==> config.mk <==
export PLATFORM = sky130hd
export DESIGN_NAME = obj_cut_eval
export DESIGN_NICKNAME = d
export VERILOG_FILES = /design/src/rtl/tmc_pkg.sv /design/src/rtl/tmc_cfg_bank.sv /design/src/rtl/tmc_cut_stage.sv /design/src/rtl/tmc_mult_acc.sv /design/src/rtl/obj_cut_eval.sv
export SDC_FILE = /design/constraint.sdc
export NUM_CORES = 1
export LEC_CHECK = 0
export ABC_AREA = 1
export BUFFER_PORTS_ARGS = -buffer_cell sky130_fd_sc_hd__buf_2
export CAP_MARGIN = 15
export CORE_ASPECT_RATIO = 0.6
export CORE_MARGIN = 2
export CORE_UTILIZATION = 30
export CTS_CLUSTER_DIAMETER = 50
export DETAILED_ROUTE_END_ITERATION = 8
export SYNTH_ARGS = -nofsm -noshare
export SYNTH_HDL_FRONTEND = slang
export SYNTH_HIERARCHICAL = 1
export SYNTH_SLANG_ARGS = --single-unit
==> constraint.sdc <==
create_clock -name clk -period 1.8 [get_ports clk]
set_clock_uncertainty 0.05 [all_clocks]
set_input_delay 0.54 -clock clk [delete_from_list [all_inputs] [get_ports clk]]
set_output_delay 0.54 -clock clk [all_outputs]
set_load 0.005 [all_outputs]
==> src/rtl/tmc_pkg.sv <==
package tmc_pkg;
   localparam int unsigned NUM_WIN = 3;
   localparam int unsigned EN_BITS = NUM_WIN + 1;

   typedef enum logic [2:0] {
      A_PT_THR = 3'd0,
      A_ETA_LO = 3'd1,
      A_ETA_HI = 3'd2,
      A_PHI_LO = 3'd3,
      A_PHI_HI = 3'd4,
      A_Z0_LO  = 3'd5,
      A_Z0_HI  = 3'd6,
      A_CTRL   = 3'd7
   } cfg_addr_e;
endpackage

==> src/rtl/tmc_cfg_bank.sv <==
module tmc_cfg_bank
   import tmc_pkg::*;
#(
   parameter int unsigned PT_W    = 12,
   parameter int unsigned COORD_W = 10,
   parameter int unsigned NEED_W  = 2,
   parameter int unsigned CFG_W   = 12
) (
   input  logic                                 clk,
   input  logic                                 rst_n,
   input  logic                                 wr_en,
   input  logic [2:0]                           wr_addr,
   input  logic [CFG_W-1:0]                     wr_data,
   input  logic                                 load,
   output logic [PT_W-1:0]                      act_pt_thr,
   output logic [NUM_WIN-1:0][COORD_W-1:0]      act_lo,
   output logic [NUM_WIN-1:0][COORD_W-1:0]      act_hi,
   output logic [EN_BITS-1:0]                   act_en,
   output logic [NEED_W-1:0]                    act_need
);
   logic [PT_W-1:0]                 sh_pt_thr;
   logic [NUM_WIN-1:0][COORD_W-1:0] sh_lo, sh_hi;
   logic [EN_BITS-1:0]              sh_en;
   logic [NEED_W-1:0]               sh_need;

   always_ff @(posedge clk) begin
      if (!rst_n) begin
         sh_pt_thr <= '0;
         sh_lo     <= '0;
         sh_hi     <= '0;
         sh_en     <= '0;
         sh_need   <= '0;
      end else if (wr_en) begin
         case (cfg_addr_e'(wr_addr))
            A_PT_THR: sh_pt_thr <= wr_data[PT_W-1:0];
            A_ETA_LO: sh_lo[0]  <= wr_data[COORD_W-1:0];
            A_ETA_HI: sh_hi[0]  <= wr_data[COORD_W-1:0];
            A_PHI_LO: sh_lo[1]  <= wr_data[COORD_W-1:0];
            A_PHI_HI: sh_hi[1]  <= wr_data[COORD_W-1:0];
            A_Z0_LO:  sh_lo[2]  <= wr_data[COORD_W-1:0];
            A_Z0_HI:  sh_hi[2]  <= wr_data[COORD_W-1:0];
            A_CTRL: begin
               sh_en   <= wr_data[EN_BITS-1:0];
               sh_need <= wr_data[EN_BITS +: NEED_W];
            end
            default: ;
         endcase
      end
   end

   always_ff @(posedge clk) begin
      if (!rst_n) begin
         act_pt_thr <= '0;
         act_lo     <= '0;
         act_hi     <= '0;
         act_en     <= '0;
         act_need   <= '0;
      end else if (load) begin
         act_pt_thr <= sh_pt_thr;
         act_lo     <= sh_lo;
         act_hi     <= sh_hi;
         act_en     <= sh_en;
         act_need   <= sh_need;
      end
   end

   // active cuts move only on an event start
   assert_cfg_hold_R8: assert property (@(posedge clk) disable iff (!rst_n)
      !load |=> ($stable(act_pt_thr) && $stable(act_en) && $stable(act_need)
                 && $stable(act_lo) && $stable(act_hi)));
endmodule

==> src/rtl/tmc_cut_stage.sv <==
module tmc_cut_stage
   import tmc_pkg::*;
#(
   parameter int unsigned PT_W         = 12,
   parameter int unsigned COORD_W      = 10,
   parameter int unsigned NEED_W       = 2,
   parameter bit          SIGNED_COORD = 1'b1
) (
   input  logic                            clk,
   input  logic                            rst_n,
   input  logic                            in_valid,
   input  logic                            in_first,
   input  logic                            in_last,
   input  logic [PT_W-1:0]                 in_pt,
   input  logic [NUM_WIN-1:0][COORD_W-1:0] in_coord,
   input  logic [PT_W-1:0]                 pt_thr,
   input  logic [NUM_WIN-1:0][COORD_W-1:0] win_lo,
   input  logic [NUM_WIN-1:0][COORD_W-1:0] win_hi,
   input  logic [EN_BITS-1:0]              cut_en,
   input  logic [NEED_W-1:0]               need,
   output logic                            res_valid,
   output logic                            res_first,
   output logic                            res_last,
   output logic                            res_pass,
   output logic [NEED_W-1:0]               res_need
);
   // stage A: object register
   logic                            a_v, a_f, a_l;
   logic [PT_W-1:0]                 a_pt;
   logic [NUM_WIN-1:0][COORD_W-1:0] a_c;

   always_ff @(posedge clk) begin
      if (!rst_n) begin
         a_v  <= 1'b0;
         a_f  <= 1'b0;
         a_l  <= 1'b0;
         a_pt <= '0;
         a_c  <= '0;
      end else begin
         a_v  <= in_valid;
         a_f  <= in_valid & in_first;
         a_l  <= in_valid & in_last;
         a_pt <= in_pt;
         a_c  <= in_coord;
      end
   end

   // shared comparators
   logic               pt_ok;
   logic [NUM_WIN-1:0] win_ok;

   assign pt_ok = !cut_en[0] || (a_pt >= pt_thr);

   for (genvar w = 0; w < NUM_WIN; w++) begin : g_win
      logic ge_lo, le_hi;
      if (SIGNED_COORD) begin : g_signed
         assign ge_lo = $signed(a_c[w]) >= $signed(win_lo[w]);
         assign le_hi = $signed(a_c[w]) <= $signed(win_hi[w]);
      end else begin : g_unsigned
         assign ge_lo = a_c[w] >= win_lo[w];
         assign le_hi = a_c[w] <= win_hi[w];
      end
      assign win_ok[w] = !cut_en[w+1] || (ge_lo && le_hi);
   end

   // stage B: result register
   always_ff @(posedge clk) begin
      if (!rst_n) begin
         res_valid <= 1'b0;
         res_first <= 1'b0;
         res_last  <= 1'b0;
         res_pass  <= 1'b0;
         res_need  <= '0;
      end else begin
         res_valid <= a_v;
         res_first <= a_f;
         res_last  <= a_l;
         res_pass  <= a_v && pt_ok && (&win_ok);
         res_need  <= need;
      end
   end

   // an empty slot never yields a passing result
   assert_empty_no_pass_R6: assert property (@(posedge clk) disable iff (!rst_n)
      !in_valid |=> ##1 !res_pass);
endmodule

==> src/rtl/tmc_mult_acc.sv <==
module tmc_mult_acc #(
   parameter int unsigned MAX_MULT = 4,
   parameter int unsigned NEED_W   = 2,
   localparam int unsigned CNT_W   = $clog2(MAX_MULT + 1)
) (
   input  logic              clk,
   input  logic              rst_n,
   input  logic              res_valid,
   input  logic              res_first,
   input  logic              res_last,
   input  logic              res_pass,
   input  logic [NEED_W-1:0] res_need,
   output logic              dec_valid,
   output logic              dec_pass
);
   localparam logic [CNT_W-1:0] CNT_MAX = CNT_W'(MAX_MULT);

   logic [CNT_W-1:0] cnt, base, cnt_nx, need_cnt;

   assign base     = res_first ? '0 : cnt;
   assign cnt_nx   = (res_pass && (base != CNT_MAX)) ? base + CNT_W'(1) : base;
   assign need_cnt = CNT_W'(res_need) + CNT_W'(1);

   always_ff @(posedge clk) begin
      if (!rst_n) begin
         cnt       <= '0;
         dec_valid <= 1'b0;
         dec_pass  <= 1'b0;
      end else begin
         if (res_valid) cnt <= cnt_nx;
         dec_valid <= res_valid && res_last;
         dec_pass  <= res_valid && res_last && (cnt_nx >= need_cnt);
      end
   end

   // the count saturates
   assert_cnt_sat_R5: assert property (@(posedge clk) disable iff (!rst_n)
      cnt <= CNT_MAX);
   // empty slots leave the count untouched
   assert_empty_hold_R6: assert property (@(posedge clk) disable iff (!rst_n)
      !res_valid |=> $stable(cnt));
endmodule

==> src/rtl/obj_cut_eval.sv <==
module obj_cut_eval
   import tmc_pkg::*;
#(
   parameter int unsigned PT_W         = 12,
   parameter int unsigned COORD_W      = 10,
   parameter int unsigned MAX_MULT     = 4,
   parameter bit          SIGNED_COORD = 1'b1,
   localparam int unsigned NEED_W      = $clog2(MAX_MULT),
   localparam int unsigned CTRL_W      = EN_BITS + NEED_W,
   localparam int unsigned CFG_W0      = (PT_W > COORD_W) ? PT_W : COORD_W,
   localparam int unsigned CFG_W       = (CFG_W0 > CTRL_W) ? CFG_W0 : CTRL_W
) (
   input  logic               clk,
   input  logic               rst_n,
   input  logic               s_valid,
   input  logic               s_first,
   input  logic               s_last,
   input  logic [PT_W-1:0]    s_pt,
   input  logic [COORD_W-1:0] s_eta,
   input  logic [COORD_W-1:0] s_phi,
   input  logic [COORD_W-1:0] s_z0,
   input  logic               cfg_we,
   input  logic [2:0]         cfg_addr,
   input  logic [CFG_W-1:0]   cfg_data,
   output logic               dec_valid,
   output logic               dec_pass
);
   initial begin
      assert (MAX_MULT >= 2 && (1 << NEED_W) == MAX_MULT)
         else $error("MAX_MULT must be a power of two of at least 2");
      assert (PT_W >= 2 && COORD_W >= 2) else $error("field widths too small");
   end

   logic [PT_W-1:0]                 pt_thr;
   logic [NUM_WIN-1:0][COORD_W-1:0] lo, hi, coord;
   logic [EN_BITS-1:0]              en;
   logic [NEED_W-1:0]               need, r_need;
   logic                            r_v, r_f, r_l, r_p;

   assign coord = {s_z0, s_phi, s_eta};

   tmc_cfg_bank #(.PT_W(PT_W), .COORD_W(COORD_W), .NEED_W(NEED_W), .CFG_W(CFG_W)) u_cfg (
      .clk(clk), .rst_n(rst_n),
      .wr_en(cfg_we), .wr_addr(cfg_addr), .wr_data(cfg_data),
      .load(s_valid & s_first),
      .act_pt_thr(pt_thr), .act_lo(lo), .act_hi(hi), .act_en(en), .act_need(need)
   );

   tmc_cut_stage #(.PT_W(PT_W), .COORD_W(COORD_W), .NEED_W(NEED_W),
                   .SIGNED_COORD(SIGNED_COORD)) u_cut (
      .clk(clk), .rst_n(rst_n),
      .in_valid(s_valid), .in_first(s_first), .in_last(s_last),
      .in_pt(s_pt), .in_coord(coord),
      .pt_thr(pt_thr), .win_lo(lo), .win_hi(hi), .cut_en(en), .need(need),
      .res_valid(r_v), .res_first(r_f), .res_last(r_l), .res_pass(r_p), .res_need(r_need)
   );

   tmc_mult_acc #(.MAX_MULT(MAX_MULT), .NEED_W(NEED_W)) u_acc (
      .clk(clk), .rst_n(rst_n),
      .res_valid(r_v), .res_first(r_f), .res_last(r_l), .res_pass(r_p), .res_need(r_need),
      .dec_valid(dec_valid), .dec_pass(dec_pass)
   );

   // fixed latency from the last object
   assert_fixed_latency_R7: assert property (@(posedge clk) disable iff (!rst_n)
      dec_valid |-> $past(s_valid && s_last, 3));
   // result qualified by strobe
   assert_pass_qualified_R9: assert property (@(posedge clk) disable iff (!rst_n)
      dec_pass |-> dec_valid);
endmodule

# Word level (Yosys, flattened, before mapping)
# Index checks and enable logic that the tools add are counted.
word_totals:
  ff_bits: 212
  in_bits: 63
  output_inout_bits: 2
  word_cells: 81
classes:
  addsub: 2
  order_cmp: 8
  eq_ne: 8
  mux: 2
  bitwise: 2
  n_reduce_logical: 26
ops:
  columns: ["operator", "count"]
  rows:
  - ["$ge A10 B10 Y1", 3]
  - ["$le A10 B10 Y1", 3]
  - ["$reduce_and A2 Y1", 8]
  - ["$eq A3 B3 Y1 const B", 4]
  - ["$ge A12 B12 Y1", 1]
  - ["$logic_and A1 B1 Y1", 8]
  - ["$eq A3 B2 Y1 const B", 2]
  - ["$mux W3", 2]
  - ["$logic_not A1 Y1", 4]
  - ["$logic_or A1 B1 Y1", 4]
  - ["$add A2 B1 Y3 const B", 1]
  - ["$add A3 B1 Y3 const B", 1]
  - ["$eq A3 B1 Y1 const B", 1]
  - ["$ge A3 B3 Y1", 1]
  - ["$logic_not A3 Y1", 1]
  - ["$ne A3 B3 Y1 const B", 1]
  - ["$reduce_and A3 Y1", 1]
  - ["$and A1 B1 Y1", 2]

# Longest topological paths before layout
# Gate-level depths: netlist (run 1).
depth:
  ltp_word: 6
  depth_mapped: 15
  depth_no_buf: 15

# Cells and area by module
# The synthesis (run 1) kept the hierarchy.
by_module_without_submodules:
  columns: ["module", "instances", "cells_per_inst", "area_per_inst_um2", "seq_area_each_um2"]
  rows:
  - ["tmc_cfg_bank", 1, 787, 5789.3, 3123.0]
  - ["tmc_cut_stage", 1, 518, 3599.7, 1021.0]
  - ["tmc_mult_acc", 1, 57, 369.1, 100.1]
  - ["obj_cut_eval", 1, 2, 7.5, 0.0]

# Worst setup path after synthesis (run 1)
# No wires, ideal clock.
synth_path:
  path_type: "register to register"
  startpoint: "register u_acc.cnt[1]"
  endpoint: "register u_acc.dec_pass"
  setup_ns: 0.109
  arrival_ns: 1.565
  required_ns: 1.641
  path_slack_ns: 0.077
  path_stages_with_launch: 13
  n_path_buf: 0
  period_less_slack_ns: 1.723
  cell_sequence: "dfxtp_1 > inv_1 > nor2_1 > inv_1 > ha_1 > nand3_1 > nand3_1 > and2_1 > ha_1 > nand3_1 > o211ai_1 > nand2_1 > inv_1"
synth_between:
  elab_chain_cells: 6
  word_cells_on_any_way: 7
  classes_between: "add/sub: 1; order compare: 1; eq/ne: 1; mux: 2; reduce/logical: 2"
synth_rtl:
  columns: ["item", "line", "rtl"]
  rows:
  - ["from (decl)", "tmc_mult_acc.sv:18", "logic [CNT_W-1:0] cnt, base, cnt_nx, need_cnt;"]
  - ["from (signal assigned)", "tmc_mult_acc.sv:30", "if (res_valid) cnt <= cnt_nx;"]
  - ["$mux W3 (*)", "tmc_mult_acc.sv:20", "assign base = res_first ? '0 : cnt;"]
  - ["parallel branches: the longest is 2 deep, another holds $add A3 B1 Y3", null, null]
  - ["$mux W3 (*)", "tmc_mult_acc.sv:21", "assign cnt_nx = (res_pass && (base != CNT_MAX)) ? base + CNT_W'(1) : base;"]
  - ["$ge A3 B3 Y1 (*)", "tmc_mult_acc.sv:32", "dec_pass <= res_valid && res_last && (cnt_nx >= need_cnt);"]
  - ["$logic_and A1 B1 Y1 (*)", "tmc_mult_acc.sv:32", null]
  - ["to (signal assigned)", "tmc_mult_acc.sv:32", null]
  - ["to (decl)", "tmc_mult_acc.sv:14", "output logic dec_pass"]
# Every way passes the cells marked *.
# A chain may end at the register's enable or synchronous reset.

# Worst setup path after layout (run 1)
layout_path:
  startpoint: "register u_cut.res_first"
  endpoint: "register u_acc.dec_pass"
layout_between:
  elab_chain_cells: 6
  word_cells_on_any_way: 7
  classes_between: "add/sub: 1; order compare: 1; eq/ne: 1; mux: 2; reduce/logical: 2"
layout_rtl:
  columns: ["item", "line", "rtl"]
  rows:
  - ["from (decl)", "tmc_cut_stage.sv:22", "output logic res_first,"]
  - ["from (signal assigned)", "tmc_cut_stage.sv:70", "res_first <= 1'b0;"]
  - ["from (signal assigned)", "tmc_cut_stage.sv:76", "res_first <= a_f;"]
  - ["$mux W3 (*)", "tmc_mult_acc.sv:20", null]
  - ["parallel branches: the longest is 2 deep, another holds $add A3 B1 Y3", null, null]
  - ["$mux W3 (*)", "tmc_mult_acc.sv:21", null]
  - ["named net u_acc.cnt_nx[2]", "tmc_mult_acc.sv:18", null]
  - ["$ge A3 B3 Y1 (*)", "tmc_mult_acc.sv:32", null]
  - ["$logic_and A1 B1 Y1 (*)", "tmc_mult_acc.sv:32", null]
# Mark *: on every way through the listed nets, which the timed path passes.

==> impl_metrics.csv, run 1 <==
group,metric,value,unit
timing,hold_viol_final,0,
floorplan,die_x,237,um
timing,fmax,578,MHz
clock_tree,cts_buffer_depth,3,
clock_tree,cts_hold_buffers,0,
power,power_density,978,mW/mm^2
critical_path,worstPathRequired,2.21,ns
global_routing,grt_use_total,14.3,%
finish,multi_input_area,0.00493,mm^2
flow_run,maxCapViolCount,0,
clock_tree,clk_pin_slew,0.06,ns
power,swShare,26.7,%
place,pre_cts_ws,-0.131,ns
route,vias_per_cell,4.47,
power,p_switching,3110,uW
floorplan,rows,51,
synth,synthCells,1364,
power,p_leak,0.00577,uW
power,p_int,8540,uW
route,drcViolationCount,0,
global_routing,grt_pass1_wl,39700,um
timing,worst_slew_margin_rel,60.7,%
clock_tree,cts_max_level,1,
synth,syn_area,0.00977,mm^2
floorplan,core_region_area,0.0322,mm^2
global_routing,grt_pass1_vias,7924,
synth,synth_seq_cells,212,
floorplan,dieArea,0.0341,mm^2
timing,setup_viol,0,
timing,rsz0062_at_grt,"true",
synth,synth.distinct_cells,29,
synth,yosysWarnings,6,
critical_path,end_kind,"register",
finish,fin_util,37.0,%
route,drt_iter0_drc,487,
finish,drive_gt1_share,17.5,%
route,totalWireLength,24900,um
global_routing,gr-total-overflow,0,
route,wl_per_cell,13.3,um
global_routing,antenna_found_initial,0,
clock_tree,cts-buffers-inserted,23,
finish,syn2layout_area_growth,21.9,%
outcome,status,"complete, no violations",
timing,min_period_over_period,96.1,%
finish,nFillCells,3350,
route,vias,8356,
clock_tree,clk_latency,0.53,ns
place,hpwl,16900,um
place,numPortBuffers,64,
synth,seq_area_frac_synth,43.5,%
power,seqPwrFrac,43.4,%
synth,syn_area_per_cell,7.16,um^2
floorplan,start_util,30.3,%
timing,worstMarginPinSlew,0.588,ns
power,clkPwrFrac,43.2,%
critical_path,critical_path_class,"register to register",
clock_tree,cts_tree,"yes",
timing,setup_slack,0.0709,ns
finish,seq_area,0.00427,mm^2
floorplan,dieHeight,144,um
power,comb_power_share,13.4,%
clock_tree,clock_sink_count,212,
route,drt_pass1_iterations,5,
timing,drv_slew,0,
synth,syn_nets,1505,
global_routing,grt_start_max_net_pins,52,
power,vdd_ir_drop_max,0.610,mV
finish,final_cells,1868,
min_path,min_path_type,"input port to register",
critical_path,crit_path_start_kind,"register",
place,dp_cells,1824,
finish,fin_nets,1569,
timing,finalCriticalPeriod,1.73,ns
floorplan,pin_count,65,
place,gp_congestion,0.818,
critical_path,cp_data_arrival_time,2.14,ns
route,ant_nets,0,
finish,diodes,0,
clock_tree,cts_root_buffer,"clkbuf_16",
critical_path,path_max_fanout,3,
[critical path, cell delays in order, from the launching register on]
cell and delay [ns]:
dfxtp_4 0.36, inv_4 0.07, nand2_4 0.06, inv_4 0.07, ha_4 0.13, nand2_2 0.05
o21ai_2 0.16, nand2_2 0.10, ha_4 0.29, nand2_2 0.05, o211ai_1 0.16, nand2_1 0.07
inv_1 0.06
[cells by family after synthesis]
group | synth area share [%]
AND/OR/NAND/NOR | 30.3
buffers and inverters | 10.4
flip-flops | 43.5
AO/OA/AOI/OAI | 5.84
adder cells (fa/ha/maj) | 9.99
[flip-flops by register name (all words and copies together) (netlist names), 12 cells and up]
name and flops:
u_cfg/sh_pt_thr 12, u_cfg/act_pt_thr 12, u_cfg/act_lo 30, u_cut/a_pt 12
u_cut/a_c 30, u_cfg/act_hi 30, u_cfg/sh_lo 30, u_cfg/sh_hi 30
[final timing paths]
check,from,to,slack [ns],cells after the start
worst max register to register,u_cut/res_first,u_acc/dec_pass,0.07,12
worst min register to register,u_cut/a_l,u_cut/res_last,0.37,2
worst min-delay path,s_eta[1],u_cut/a_c[1],0.14,3
worst max-delay path,u_cut/res_first,u_acc/dec_pass,0.07,12
[Yosys cell counts, drive strengths merged]
| master | instances | area share [%] |
|---|---|---|
| nor2 | 348 | 14 |
| nand2 | 248 | 9.7 |
| dfxtp | 212 | 43 |
| inv | 198 | 7.6 |
| nand3 | 101 | 5.4 |
| o21ai | 82 | 4.2 |
| ha | 78 | 10 |
| buf | 37 | 2.1 |
| a21oi | 20 | 1.0 |
| clkbuf | 16 | 0.63 |
| nand4 | 12 | 0.77 |
| o21bai | 4 | 0.31 |
| a21o | 2 | 0.15 |
| and2 | 2 | 0.15 |
| clkinv | 1 | 0.038 |
| nor3 | 1 | 0.051 |
| o211ai | 1 | 0.077 |
| o31ai | 1 | 0.077 |
[cell usage in the layout (no fill, tap or decap), types with 3 or more instances in the layout]
| cell | instances |
|---|---|
| ha_4 | 20 |
| nand3_1 | 90 |
| clkbuf_1 | 3 |
| nand4_1 | 12 |
| o21ai_0 | 80 |
| buf_2 | 63 |
| nor2_4 | 7 |
| dfxtp_1 | 196 |
| buf_12 | 7 |
| clkbuf_8 | 5 |
| nand2_1 | 220 |
| a21oi_1 | 14 |
| buf_4 | 21 |
| a21oi_2 | 6 |
| nand2_4 | 5 |
| nor2_1 | 317 |
| bufinv_16 | 3 |
| nand2_2 | 23 |
| clkbuf_16 | 23 |
| nor2_2 | 24 |
| inv_2 | 6 |
| dfxtp_2 | 15 |
| inv_1 | 189 |
| nand3_2 | 10 |
| o21bai_1 | 4 |
| ha_1 | 58 |
[timing repair]
item                                    CTS  global route
endpoints found under the setup margin    2             2
setup buffers                             1             2
resized for setup                        17            79
hold endpoints to repair                  0             0
pin swaps                                 8            25
[power groups by stage]
stage | Combinational, uW | Clock [uW] | Sequential, uW
after detailed placement | 1390 | 0 | 5140
after CTS | 1410 | 5150 | 5040
after floorplan | 990 | 0 | 5100
final | 1570 | 5030 | 5050
after global routing | 1780 | 5350 | 5080
after global placement | 1340 | 0 | 5140
[metal layers]
metal	global-route usage [%]	share of wire, %	vias up
li1	-	-	4333
met1	21.1	53	3835
met2	21.7	41	158
met3	2.61	4.6	30
met4	3.20	1.6	0
met5	0	0	-
[layout make-up]
class | instances | area share, %
clock inverters | 10 | 1.22
flip-flops and latches | 212 | 35.8
clock buffers | 31 | 5.51
inverters | 199 | 6.31
repair buffers | 92 | 5.24
well taps | 424 | 4.46
multi-input cells | 900 | 41.4
[stage by stage]
step	cell area, um^2	hold slack [ns]	TNS, ns	total power, uW
finish	11900	0.138	0	11700
global route	11900	0.126	-0.0451	12200
CTS	11500	0.123	0	11600
detailed placement	10600	0.348	-0.136	6530
global placement	10600	0.350	-0.0627	6480
floorplan	9770	0.340	0	6090
(Power assumes the default switching activity.)
==> run 2, diff against run 1 <==
--- a/config.mk
+++ b/config.mk
@@ -8,12 +8,10 @@
 export ABC_AREA = 1
 export BUFFER_PORTS_ARGS = -buffer_cell sky130_fd_sc_hd__buf_2
 export CAP_MARGIN = 15
-export CORE_ASPECT_RATIO = 0.6
 export CORE_MARGIN = 2
 export CORE_UTILIZATION = 30
 export CTS_CLUSTER_DIAMETER = 50
 export DETAILED_ROUTE_END_ITERATION = 8
 export SYNTH_ARGS = -nofsm -noshare
 export SYNTH_HDL_FRONTEND = slang
-export SYNTH_HIERARCHICAL = 1
 export SYNTH_SLANG_ARGS = --single-unit
==> run 2 against run 1 <==
  * The flow now finishes with violations (negative setup slack)
  * Count of clock-buffer cells in the layout is 1 higher
  * Via count down 13%
  * Final area decreased by 6.4%
  * Combinational power decreased by 17%
  * Core utilization is 0.23 points lower
  * Final cell count fell by 9.7%
  * Register-to-register slack lost 0.26 ns
==> impl_metrics.csv, run 2 <==
group,metric,value,unit
outcome,status,"complete, but fails checks",
outcome,violations,"negative setup slack",
floorplan,die_x,179,um
finish,drive_gt1_share,15.9,%
synth,yosysTopAreaCellShare,46.2,%
place,dp_cells,1633,
synth,syn_area,0.00918,mm^2
critical_path,r2r.worst_path.cells,12,
route,ant_nets,0,
floorplan,rows,64,
finish,syn2layout_area_growth,21.4,%
finish,layout_common_cells,"dfxtp_1, nor2_1, inv_1",
clock_tree,cts_buffer_depth,3,
synth,synth_edf_count,0,
finish,fin_nets,1413,
timing,worst_slew_margin_rel,73.6,%
synth,synth_common_cells,"dfxtp_1, nor2_1, inv_1",
global_routing,grt_pass1_vias,6875,
timing,setup_viol,1,
global_routing,gr-total-overflow,0,
global_routing,grt_use_total,13.1,%
finish,diodes,0,
floorplan,core_region_area,0.0303,mm^2
clock_tree,clk_pin_slew,0.06,ns
power,p_leak,0.00538,uW
clock_tree,clock_sink_count,212,
power,p_switching,3000,uW
floorplan,dieArea,0.0320,mm^2
finish,seq_area,0.00425,mm^2
finish,nFillCells,3100,
synth,syn_area_per_cell,7.67,um^2
flow_run,maxCapViolCount,0,
power,clkPwrFrac,45.3,%
route,vias,7299,
global_routing,grt_pass1_wl,34000,um
synth,seq_area_frac_synth,46.2,%
timing,hold_viol_final,0,
synth,synthCells,1197,
synth,synth_flop_cell,"dfxtp_1",
route,drt_iter0_drc,440,
power,comb_power_share,11.3,%
critical_path,worstPathRequired,2.17,ns
synth,synth.distinct_cells,31,
place,gp_congestion,0.816,
clock_tree,cts-buffers-inserted,27,
timing,fmax,503,MHz
critical_path,critical_path_class,"register to register",
route,vias_per_cell,4.33,
power,seqPwrFrac,43.4,%
synth,syn_nets,1338,
timing,worstMarginPinSlew,0.394,ns
synth,yosysWarnings,0,
route,drt_pass1_iterations,4,
critical_path,crit_buf_inv,4,
global_routing,antenna_found_initial,1,
place,hpwl,14600,um
finish,multi_input_area,0.00415,mm^2
clock_tree,cts_max_level,1,
critical_path,path_cells,"inv_1 > nor2_4 > buf_4 > buf_4 > ha_1 > nor2_2 > a21oi_2 > ha_1 > a21oi_1 > nor2_1 > o21ai_1 > inv_1",
critical_path,r2r_slack,-0.19,ns
timing,min_period_over_period,111,%
route,totalWireLength,21100,um
finish,final_cells,1687,
route,wl_per_cell,12.5,um
timing,rsz0062_at_grt,"true",
power,vdd_ir_drop_max,0.762,mV
synth,synth_seq_cells,212,
synth,synth_area_leader_cell,"dfxtp_1",
power,swShare,25.9,%
power,p_int,8560,uW
timing,setup_slack,-0.189,ns
critical_path,worst-path-stages,12,
synth,synth_area_leaders,"dfxtp_1, ha_1, o21ai_0",
global_routing,grt_start_max_net_pins,58,
floorplan,pin_count,65,
synth,synth.most_common_cell,"dfxtp_1",
critical_path,path_max_fanout,2,
critical_path,crit_path_max_incr_delay,0.29,ns
timing,drv_slew,0,
timing,finalCriticalPeriod,1.99,ns
floorplan,start_util,30.2,%
finish,final_common_cell,"dfxtp_1",
place,numPortBuffers,64,
clock_tree,cts_root_buffer,"clkbuf_16",
clock_tree,cts_tree,"yes",
timing,fin_tns_setup,-0.189,ns
critical_path,critPathTopFamily,"adder cells",
critical_path,crit_path_start_kind,"register",
power,power_density,1040,mW/mm^2
floorplan,dieHeight,179,um
route,drcViolationCount,0,
synth,async_reset_ff_share,0,%
critical_path,cp_slowest_cell,"dfxtp_1",
critical_path,cp_data_arrival_time,2.36,ns
min_path,min_path_cells,3,
critical_path,end_kind,"register",
clock_tree,clk_latency,0.53,ns
min_path,min_path_type,"input port to register",
run 2: cell count changes in the layout (fill, tap and decap cells not counted), moves of 13 or more:
cell / previous run / this run
nor2_2: 24 / 7
a21oi_1: 14 / 84
o21ai_0: 80 / 158
dfxtp_1: 196 / 210
ha_4: 20 / 7
dfxtp_2: 15 / 2
ha_1: 58 / 71
nand2_1: 220 / 135
nor2_1: 317 / 199
nand3_1: 90 / 16
run 2: path summary, 6_finish.rpt:
| path | from | end |
|---|---|---|
| worst max-delay path | u_acc.cnt[0] | u_acc.dec_pass |
| worst min-delay path | s_pt[0] | u_cut.a_pt[0] |
| worst max register to register | u_acc.cnt[0] | u_acc.dec_pass |
| worst min register to register | u_cut.a_f | u_cut.res_first |
run 2: layout make-up:
class / count / area share, %
clock buffer: 32 / 6.32
clock inverter: 16 / 1.56
inverter: 196 / 6.60
multi-input combinational: 737 / 37.2
sequential: 212 / 38.1
tap: 396 / 4.45
timing repair buffer: 98 / 5.75
run 2: layer usage:
| layer | wire, um | GRT usage, % | part of all wire (%) |
|---|---|---|---|
| met1 | 9690 | 16.6 | 46 |
| met2 | 9990 | 22.9 | 47 |
| met3 | 840 | 2.31 | 4.0 |
| met4 | 520 | 3.46 | 2.5 |
| met5 | 7 | 0 | 0.033 |
run 2: timing repair:
item,in CTS,in global routing
setup endpoints to repair,1,2
pin swaps,6,9
hold buffers,0,0
buffers inserted,4,2
resized for setup,7,29
run 2: logic make-up after synthesis:
kind of cell | share of synthesized area, %
and+or+nand+nor | 18.0
xor gates and xnor gates | 0.191
DFF | 46.2
buffers and inverters | 10.4
AOI/OAI and AO/OA | 14.5
adders and majority gates | 10.6
run 2: worst min-delay path: stages:
cell and delay [ns]:
buf_2 0.07, nand2_1 0.04, inv_1 0.04
run 2: power by group through the flow:
stage,sequential (uW),combinational (uW),clock [uW]
finish,5020,1300,5240
global route,5040,1510,5620
CTS,5020,1260,5390
detailed placement,5120,1240,0
global placement,5110,1210,0
floorplan,5080,883,0
run 2: per-stage QoR:
step	total power [uW]	util [%]	setup slack [ns]	hold WS [ns]	cell area, um^2
finish	11600	36.7	-0.189	0.143	11100
global route	12200	36.7	-0.317	0.133	11100
CTS	11700	36.2	-0.147	0.123	11000
detailed placement	6360	33.1	-0.216	0.357	10100
global placement	6320	33.1	-0.143	0.354	10100
floorplan	5960	-	-0.0571	0.340	9180
